===== config.mk =====
export PLATFORM = sky130hd
export DESIGN_NAME = luh_hazard_unit
export DESIGN_NICKNAME = d
export VERILOG_FILES = /design/src/rtl/luh_pkg.sv /design/src/rtl/luh_load_use.sv /design/src/rtl/luh_fwd_pick.sv /design/src/rtl/luh_bubble_gate.sv /design/src/rtl/luh_hazard_unit.sv
export SDC_FILE = /design/constraint.sdc
export NUM_CORES = 1
export LEC_CHECK = 0
export CELL_PAD_IN_SITES_DETAIL_PLACEMENT = 1
export CELL_PAD_IN_SITES_GLOBAL_PLACEMENT = 2
export CORE_ASPECT_RATIO = 1.25
export CORE_UTILIZATION = 14
export DETAILED_ROUTE_END_ITERATION = 7
export GPL_TIMING_DRIVEN = 0
export PLACE_DENSITY = 0.91
export SLEW_MARGIN = 20
export SYNTH_ARGS = -nofsm -noshare
export SYNTH_HDL_FRONTEND = slang
export SYNTH_SLANG_ARGS = --single-unit

===== constraint.sdc =====
create_clock -name vclk -period 2.51
set_input_delay 0.502 -clock vclk [all_inputs]
set_output_delay 0.502 -clock vclk [all_outputs]
set_load 0.01 [all_outputs]

===== src/rtl/luh_pkg.sv =====
package luh_pkg;
  typedef enum logic [1:0] {
    SRC_REGFILE = 2'b00,
    SRC_WB      = 2'b01,
    SRC_MEM     = 2'b10
  } opnd_src_e;
endpackage


===== src/rtl/luh_load_use.sv =====
module luh_load_use #(
  parameter int REG_W = 5
) (
  input  logic             ld_valid,
  input  logic             ld_writes,
  input  logic [REG_W-1:0] ld_dst,
  input  logic [REG_W-1:0] use_a,
  input  logic [REG_W-1:0] use_b,
  output logic             hazard
);
  localparam logic [REG_W-1:0] ZERO_REG = '0;
  logic dst_live;
  always_comb begin
    dst_live = ld_valid && ld_writes && (ld_dst != ZERO_REG);
    hazard   = dst_live && ((ld_dst == use_a) || (ld_dst == use_b));
  end
endmodule


===== src/rtl/luh_fwd_pick.sv =====
module luh_fwd_pick
  import luh_pkg::*;
#(
  parameter int REG_W = 5
) (
  input  logic             clk,
  input  logic             rst,
  input  logic [REG_W-1:0] src,
  input  logic             mem_we,
  input  logic [REG_W-1:0] mem_dst,
  input  logic             wb_we,
  input  logic [REG_W-1:0] wb_dst,
  output logic [1:0]       sel
);
  localparam logic [REG_W-1:0] ZERO_REG = '0;
  logic mem_hit, wb_hit;
  opnd_src_e pick;

  always_comb begin
    mem_hit = mem_we && (mem_dst != ZERO_REG) && (mem_dst == src);
    wb_hit  = wb_we  && (wb_dst  != ZERO_REG) && (wb_dst  == src);
    if (mem_hit)     pick = SRC_MEM;
    else if (wb_hit) pick = SRC_WB;
    else             pick = SRC_REGFILE;
    sel = pick;
  end

  // the unused code never leaves this selector
  assert_sel_legal_R5: assert property (@(posedge clk) disable iff (rst)
    sel != 2'b11);
  // register 0 is never a forwarding source
  assert_zero_reg_R8: assert property (@(posedge clk) disable iff (rst)
    (src == ZERO_REG) |-> (sel == 2'b00));
  // silent producers never forward
  assert_no_write_R9: assert property (@(posedge clk) disable iff (rst)
    (!mem_we && !wb_we) |-> (sel == 2'b00));
  // memory stage wins a double match
  assert_mem_first_R7: assert property (@(posedge clk) disable iff (rst)
    (mem_we && wb_we && mem_dst == src && wb_dst == src && src != ZERO_REG)
      |-> (sel == 2'b10));
endmodule


===== src/rtl/luh_bubble_gate.sv =====
module luh_bubble_gate #(
  parameter int CTRL_W = 9
) (
  input  logic              squash,
  input  logic [CTRL_W-1:0] ctrl_in,
  output logic [CTRL_W-1:0] ctrl_out
);
  always_comb begin
    ctrl_out = squash ? '0 : ctrl_in;
  end
endmodule


===== src/rtl/luh_hazard_unit.sv =====
module luh_hazard_unit #(
  parameter int REG_W  = 5,
  parameter int CTRL_W = 9
) (
  input  logic              clk,
  input  logic              rst,
  input  logic [REG_W-1:0]  id_rs,
  input  logic [REG_W-1:0]  id_rt,
  input  logic [CTRL_W-1:0] id_ctrl,
  input  logic              ex_mem_read,
  input  logic              ex_reg_write,
  input  logic [REG_W-1:0]  ex_rs,
  input  logic [REG_W-1:0]  ex_rt,
  input  logic              mem_reg_write,
  input  logic [REG_W-1:0]  mem_rd,
  input  logic              wb_reg_write,
  input  logic [REG_W-1:0]  wb_rd,
  output logic              stall,
  output logic              pc_we,
  output logic              ifid_we,
  output logic [CTRL_W-1:0] ex_ctrl_next,
  output logic [1:0]        fwd_a,
  output logic [1:0]        fwd_b
);
  localparam int NUM_OPND = 2;

  logic             hz;
  logic [REG_W-1:0] opnd_src [NUM_OPND];
  logic [1:0]       opnd_sel [NUM_OPND];

  luh_load_use #(.REG_W(REG_W)) u_detect (
    .ld_valid (ex_mem_read),
    .ld_writes(ex_reg_write),
    .ld_dst   (ex_rt),
    .use_a    (id_rs),
    .use_b    (id_rt),
    .hazard   (hz)
  );

  always_comb begin
    stall   = hz;
    pc_we   = ~hz;
    ifid_we = ~hz;
  end

  luh_bubble_gate #(.CTRL_W(CTRL_W)) u_bubble (
    .squash  (hz),
    .ctrl_in (id_ctrl),
    .ctrl_out(ex_ctrl_next)
  );

  assign opnd_src[0] = ex_rs;
  assign opnd_src[1] = ex_rt;

  for (genvar g = 0; g < NUM_OPND; g++) begin : g_opnd
    luh_fwd_pick #(.REG_W(REG_W)) u_pick (
      .clk    (clk),
      .rst    (rst),
      .src    (opnd_src[g]),
      .mem_we (mem_reg_write),
      .mem_dst(mem_rd),
      .wb_we  (wb_reg_write),
      .wb_dst (wb_rd),
      .sel    (opnd_sel[g])
    );
  end

  assign fwd_a = opnd_sel[0];
  assign fwd_b = opnd_sel[1];

  // no load in execute, no stall
  assert_need_load_R1: assert property (@(posedge clk) disable iff (rst)
    !ex_mem_read |-> !stall);
  // a load into register 0 never stalls
  assert_zero_dst_R8: assert property (@(posedge clk) disable iff (rst)
    (ex_rt == '0) |-> !stall);
  // a stall freezes both write enables
  assert_freeze_R2: assert property (@(posedge clk) disable iff (rst)
    stall |-> (!pc_we && !ifid_we));
  // a stall sends only zero controls into execute
  assert_bubble_R4: assert property (@(posedge clk) disable iff (rst)
    stall |-> (ex_ctrl_next == '0));
endmodule


# Yosys cells after proc, flatten, opt, wreduce, memory -nomap -nowiden
# Cells that the tools add are included.
# W data, S select, Z words.
totals:
  reg_bits: 0
  out_inout_bits: 16
  elab_cells: 25
classes:
  reduce_logical: 13
  bitwise: 1
  eq_ne: 6
  n_mux: 5
op_table:
  columns: ["op", "count"]
  rows:
  - ["$eq A5 B5 Y1", 6]
  - ["$reduce_bool A5 Y1", 3]
  - ["$logic_and A1 B1 Y1", 9]
  - ["$mux W9", 1]
  - ["$mux W2", 2]
  - ["$mux W1", 2]
  - ["$logic_or A1 B1 Y1", 1]
  - ["$not A1 Y1", 1]

# Depth between registers and ports, before layout
depth:
  depth_word: 5
  ltp_mapped: 7

# Cells and area by module
# Synthesis repeated with hierarchy kept, for this count alone.
hier_totals:
  hier_cells: 70
  area_unflattened_um2: 518.0
modules_own_cells:
  columns: ["module", "area_per_inst_um2", "cells_per_inst", "n_inst"]
  rows:
  - ["luh_fwd_pick", 158.9, 21, 2]
  - ["luh_load_use", 132.6, 17, 1]
  - ["luh_bubble_gate", 56.3, 9, 1]
  - ["luh_hazard_unit", 11.3, 2, 1]

# Worst setup path before layout
# Ideal clock, no wire load.
synth_path:
  kind: "input to output"
  from: "input port ex_rt[1]"
  to: "output port pc_we"
  path_buffers: 3
  required_time_ns: 2.008
  path_stages: 6
  path_slack_ns: 0.315
  arrival_time_ns: 1.693
  cell_sequence: "buf_2 -> or3_1 -> o311a_1 -> buf_6 -> nand2_1 -> buf_4"
synth_via:
  elab_chain_cells: 4
synth_lines:
  columns: ["element", "line", "rtl"]
  rows:
  - ["from (decl)", "luh_hazard_unit.sv:13", "input logic [REG_W-1:0] ex_rt,"]
  - ["$eq A5 B5 Y1 or $reduce_bool A5 Y1 (tied branches)", "luh_load_use.sv:15, luh_load_use.sv:14", null]
  - ["$logic_or A1 B1 Y1 or $logic_and A1 B1 Y1 (tied branches)", "luh_load_use.sv:15, luh_load_use.sv:14", null]
  - ["$logic_and A1 B1 Y1 (*)", "luh_load_use.sv:15", "hazard = dst_live && ((ld_dst == use_a) || (ld_dst == use_b));"]
  - ["$not A1 Y1 (*)", null, null]
  - ["to (decl)", "luh_hazard_unit.sv:19", "output logic pc_we,"]
# Mark *: on every way between the ends. The rest lies on a longest branch, timed or not.

# Final worst setup path
layout_path:
  from: "input port mem_rd[4]"
  to: "output port fwd_b[1]"
layout_via:
  elab_chain_cells: 4
layout_lines:
  columns: ["element", "line", "rtl"]
  rows:
  - ["from (decl)", "luh_hazard_unit.sv:15", "input logic [REG_W-1:0] mem_rd,"]
  - ["$reduce_bool A5 Y1", "luh_fwd_pick.sv:20", "mem_hit = mem_we && (mem_dst != ZERO_REG) && (mem_dst == src);"]
  - ["$logic_and A1 B1 Y1", "luh_fwd_pick.sv:20", null]
  - ["$logic_and A1 B1 Y1 (*)", "luh_fwd_pick.sv:20", null]
  - ["net g_opnd[1].u_pick.mem_hit", "luh_fwd_pick.sv:16", "logic mem_hit, wb_hit;"]
  - ["$mux W2 (*)", "luh_fwd_pick.sv:22", "if (mem_hit) pick = SRC_MEM;"]
  - ["to (decl)", "luh_hazard_unit.sv:23", "output logic [1:0] fwd_b"]
# The timed path passes the listed nets; every way through them passes the cells marked *.

==> impl_metrics.tcl <==
set metrics [dict create \
    status "complete, no violations" \
    dr.pass1.iters 2 \
    final_cell_mix "clkdlybuf4s50_1 (21), xnor2_1 (16), xor2_1 (14), dlygate4sd2_1 (12), a21boi_2 (9)" \
    holdCritPathClass "input port to output pin" \
    place_congestion 0.6985 \
    critical_path_class "input port to output pin" \
    synth_top_area_cell "xnor2_1" \
    finalWirelength_mm 2.498 \
    worstPathCellList "clkdlybuf4s15_2, or4_4, o21ai_4, nor4_4, buf_4, dlygate4sd2_1" \
    die_area_sq_um 4520 \
    rows 26 \
    cp_num_buf_inv 3 \
    avgSynthCellArea_sq_um 8.508 \
    hold_start "ex_rt[1]" \
    vias 747 \
    seq_area_frac_synth 0 \
    viasPerCell 4.060 \
    power.density_nw_per_um2 155.2 \
    start_util 0.1465 \
    drc 0 \
    wl_per_cell_um 13.58 \
    regArea_sq_um 0 \
    setup_viol 0 \
    fin_nets 175 \
    drt_iter0_drc 6 \
    grt.overflow.total 0 \
    slowest_stage "or4_4" \
    grt_pass1_wl_mm 3.615 \
    clockBufferCount 0 \
    dp_hpwl_mm 2.100 \
    seq_cell_count 0 \
    io_pins 61 \
    placed_area_sq_um 1206 \
    syn_inst 70 \
    slew_headroom 0.7771 \
    grt_util_all_layers 0.1062 \
    grt_start_max_net_pins 11 \
    period_needed_ns 2.452 \
    final_hold_viol_count 0 \
    rsz0062_at_grt "no" \
    worst_setup_path_start_kind "input port" \
    syn_area_sq_um 595.6 \
    timing.hold.ws_ns 1.525 \
    yosysWarnings 0 \
    drv_cap 0 \
    p_leak_nw 0.5155 \
    synth.area.top_cells "xnor2_1 (24%), xor2_1 (21%), a21boi_2 (17%)" \
    critPathMaxStageDelay_ns 0.55 \
    worst_slack_ns 0.05763 \
    dp.cells 180 \
    worstSetupPathDepth 6 \
    finalCritPeriodShare 0.9770 \
    port_buffers 54 \
    n_fill_cell 481 \
    tightest_slew_ns 0.3344 \
    final_common_cell "clkdlybuf4s50_1" \
    cp-end-kind "output pin" \
    dp_slack_ns -0.6720 \
    grt_pass1_vias 804 \
    arrival_ns 1.95 \
    yosys.cell_types.count 18 \
    finalMaxSlewViolations 0 \
    postRouteAntennaNets 0 \
    vdd_ir_drop_max_mv 0.04291 \
    drive_gt1_frac 0.3438 \
    dieWidth_um 60.34 \
    cp_top_family "simple AND/OR/NAND/NOR gates" \
    fp.dieH_um 74.92 \
    cp.required_ns 2.01 \
    min_path_cells 4 \
    synth_top_area_share 0.2353 \
    design_area_sq_um 1260 \
    synth_nets 115 \
    max_freq_ghz 0.4078 \
    coreArea_sq_um 4066 \
    postCtsHoldBufs 0 \
    antenna_cells 0 \
    areaGrowthSynthToFinish_pct 111.6 \
    layoutNonFillerInstCount 184 \
    holdPathEnd "fwd_b[0]" \
    cp_max_fo 3 \
    antenna_found_initial 0 \
]
[metrics by stage]
step	total power, mW	utilization	TNS (ns)
floorplan	0.08567	-	0
global placement	0.1856	0.2966	-4.986
detailed placement	0.1918	0.2966	-5.669
CTS	0.1944	0.3037	-0.02426
global route	0.2124	0.3098	0
finish	0.1955	0.3098	0
[worst max-delay path by stage]
stage / to / from / slack [ns]
4_1_cts: fwd_b[0] / mem_rd[4] / -0.02
5_1_grt: pc_we / id_rs[3] / 0.007
6_report: fwd_b[1] / mem_rd[4] / 0.06
3_3_place_gp: fwd_a[0] / mem_rd[1] / -0.63
3_5_place_dp: fwd_b[0] / mem_rd[1] / -0.67
2_1_floorplan: pc_we / ex_rt[1] / 0.31
[per-layer routing]
metal,up-vias,part of all wire,GRT usage
met3,0,0.088,0.01031
li1,356,-,-
met5,-,0,0
met2,43,0.59,0.2552
met1,348,0.32,0.08941
met4,0,0,0
[cells by family after synthesis]
family                    after synthesis  share of synthesized area
xor gates and xnor gates               30                     0.4412
and+or+nand+nor                        17                     0.2143
AOI/OAI and AO/OA                      13                     0.2332
buffers and inverters                  10                     0.1113
[synthesized netlist by cell type]
cell type  instances
xnor2_1           16
xor2_1            14
a21boi_2           9
nand3_1            4
nor4_2             4
buf_4              3
clkbuf_1           3
nand2_1            3
or4_1              3
buf_2              2
buf_6              2
and2_1             1
o21ai_1            1
o21ai_4            1
o22ai_1            1
o311a_1            1
or3_1              1
or4_4              1
[cell type report]
cell class                      instances  area (sq um)  share of cell area
Buffer                                 10         75.07             0.05958
Multi-Input combinational cell         60         566.8              0.4499
Tap cell                               56         70.07             0.05561
Timing Repair Buffer                   58         548.0              0.4350
[repair_timing]
item	in CTS	in global routing
pin swaps	7	9
endpoints found under the hold margin	0	0
gates cloned	0	0
resized for setup	61	19
setup buffers	4	0
endpoints found under the setup margin	16	14
[power by group]
group          total (mW)  internal (mW)  switching [mW]  leakage [nW]
clock network           0              0               0             0
registers               0              0               0             0
logic               0.196          0.112          0.0832         0.516
total               0.196          0.112          0.0832         0.516
(Power assumes the default switching activity.)
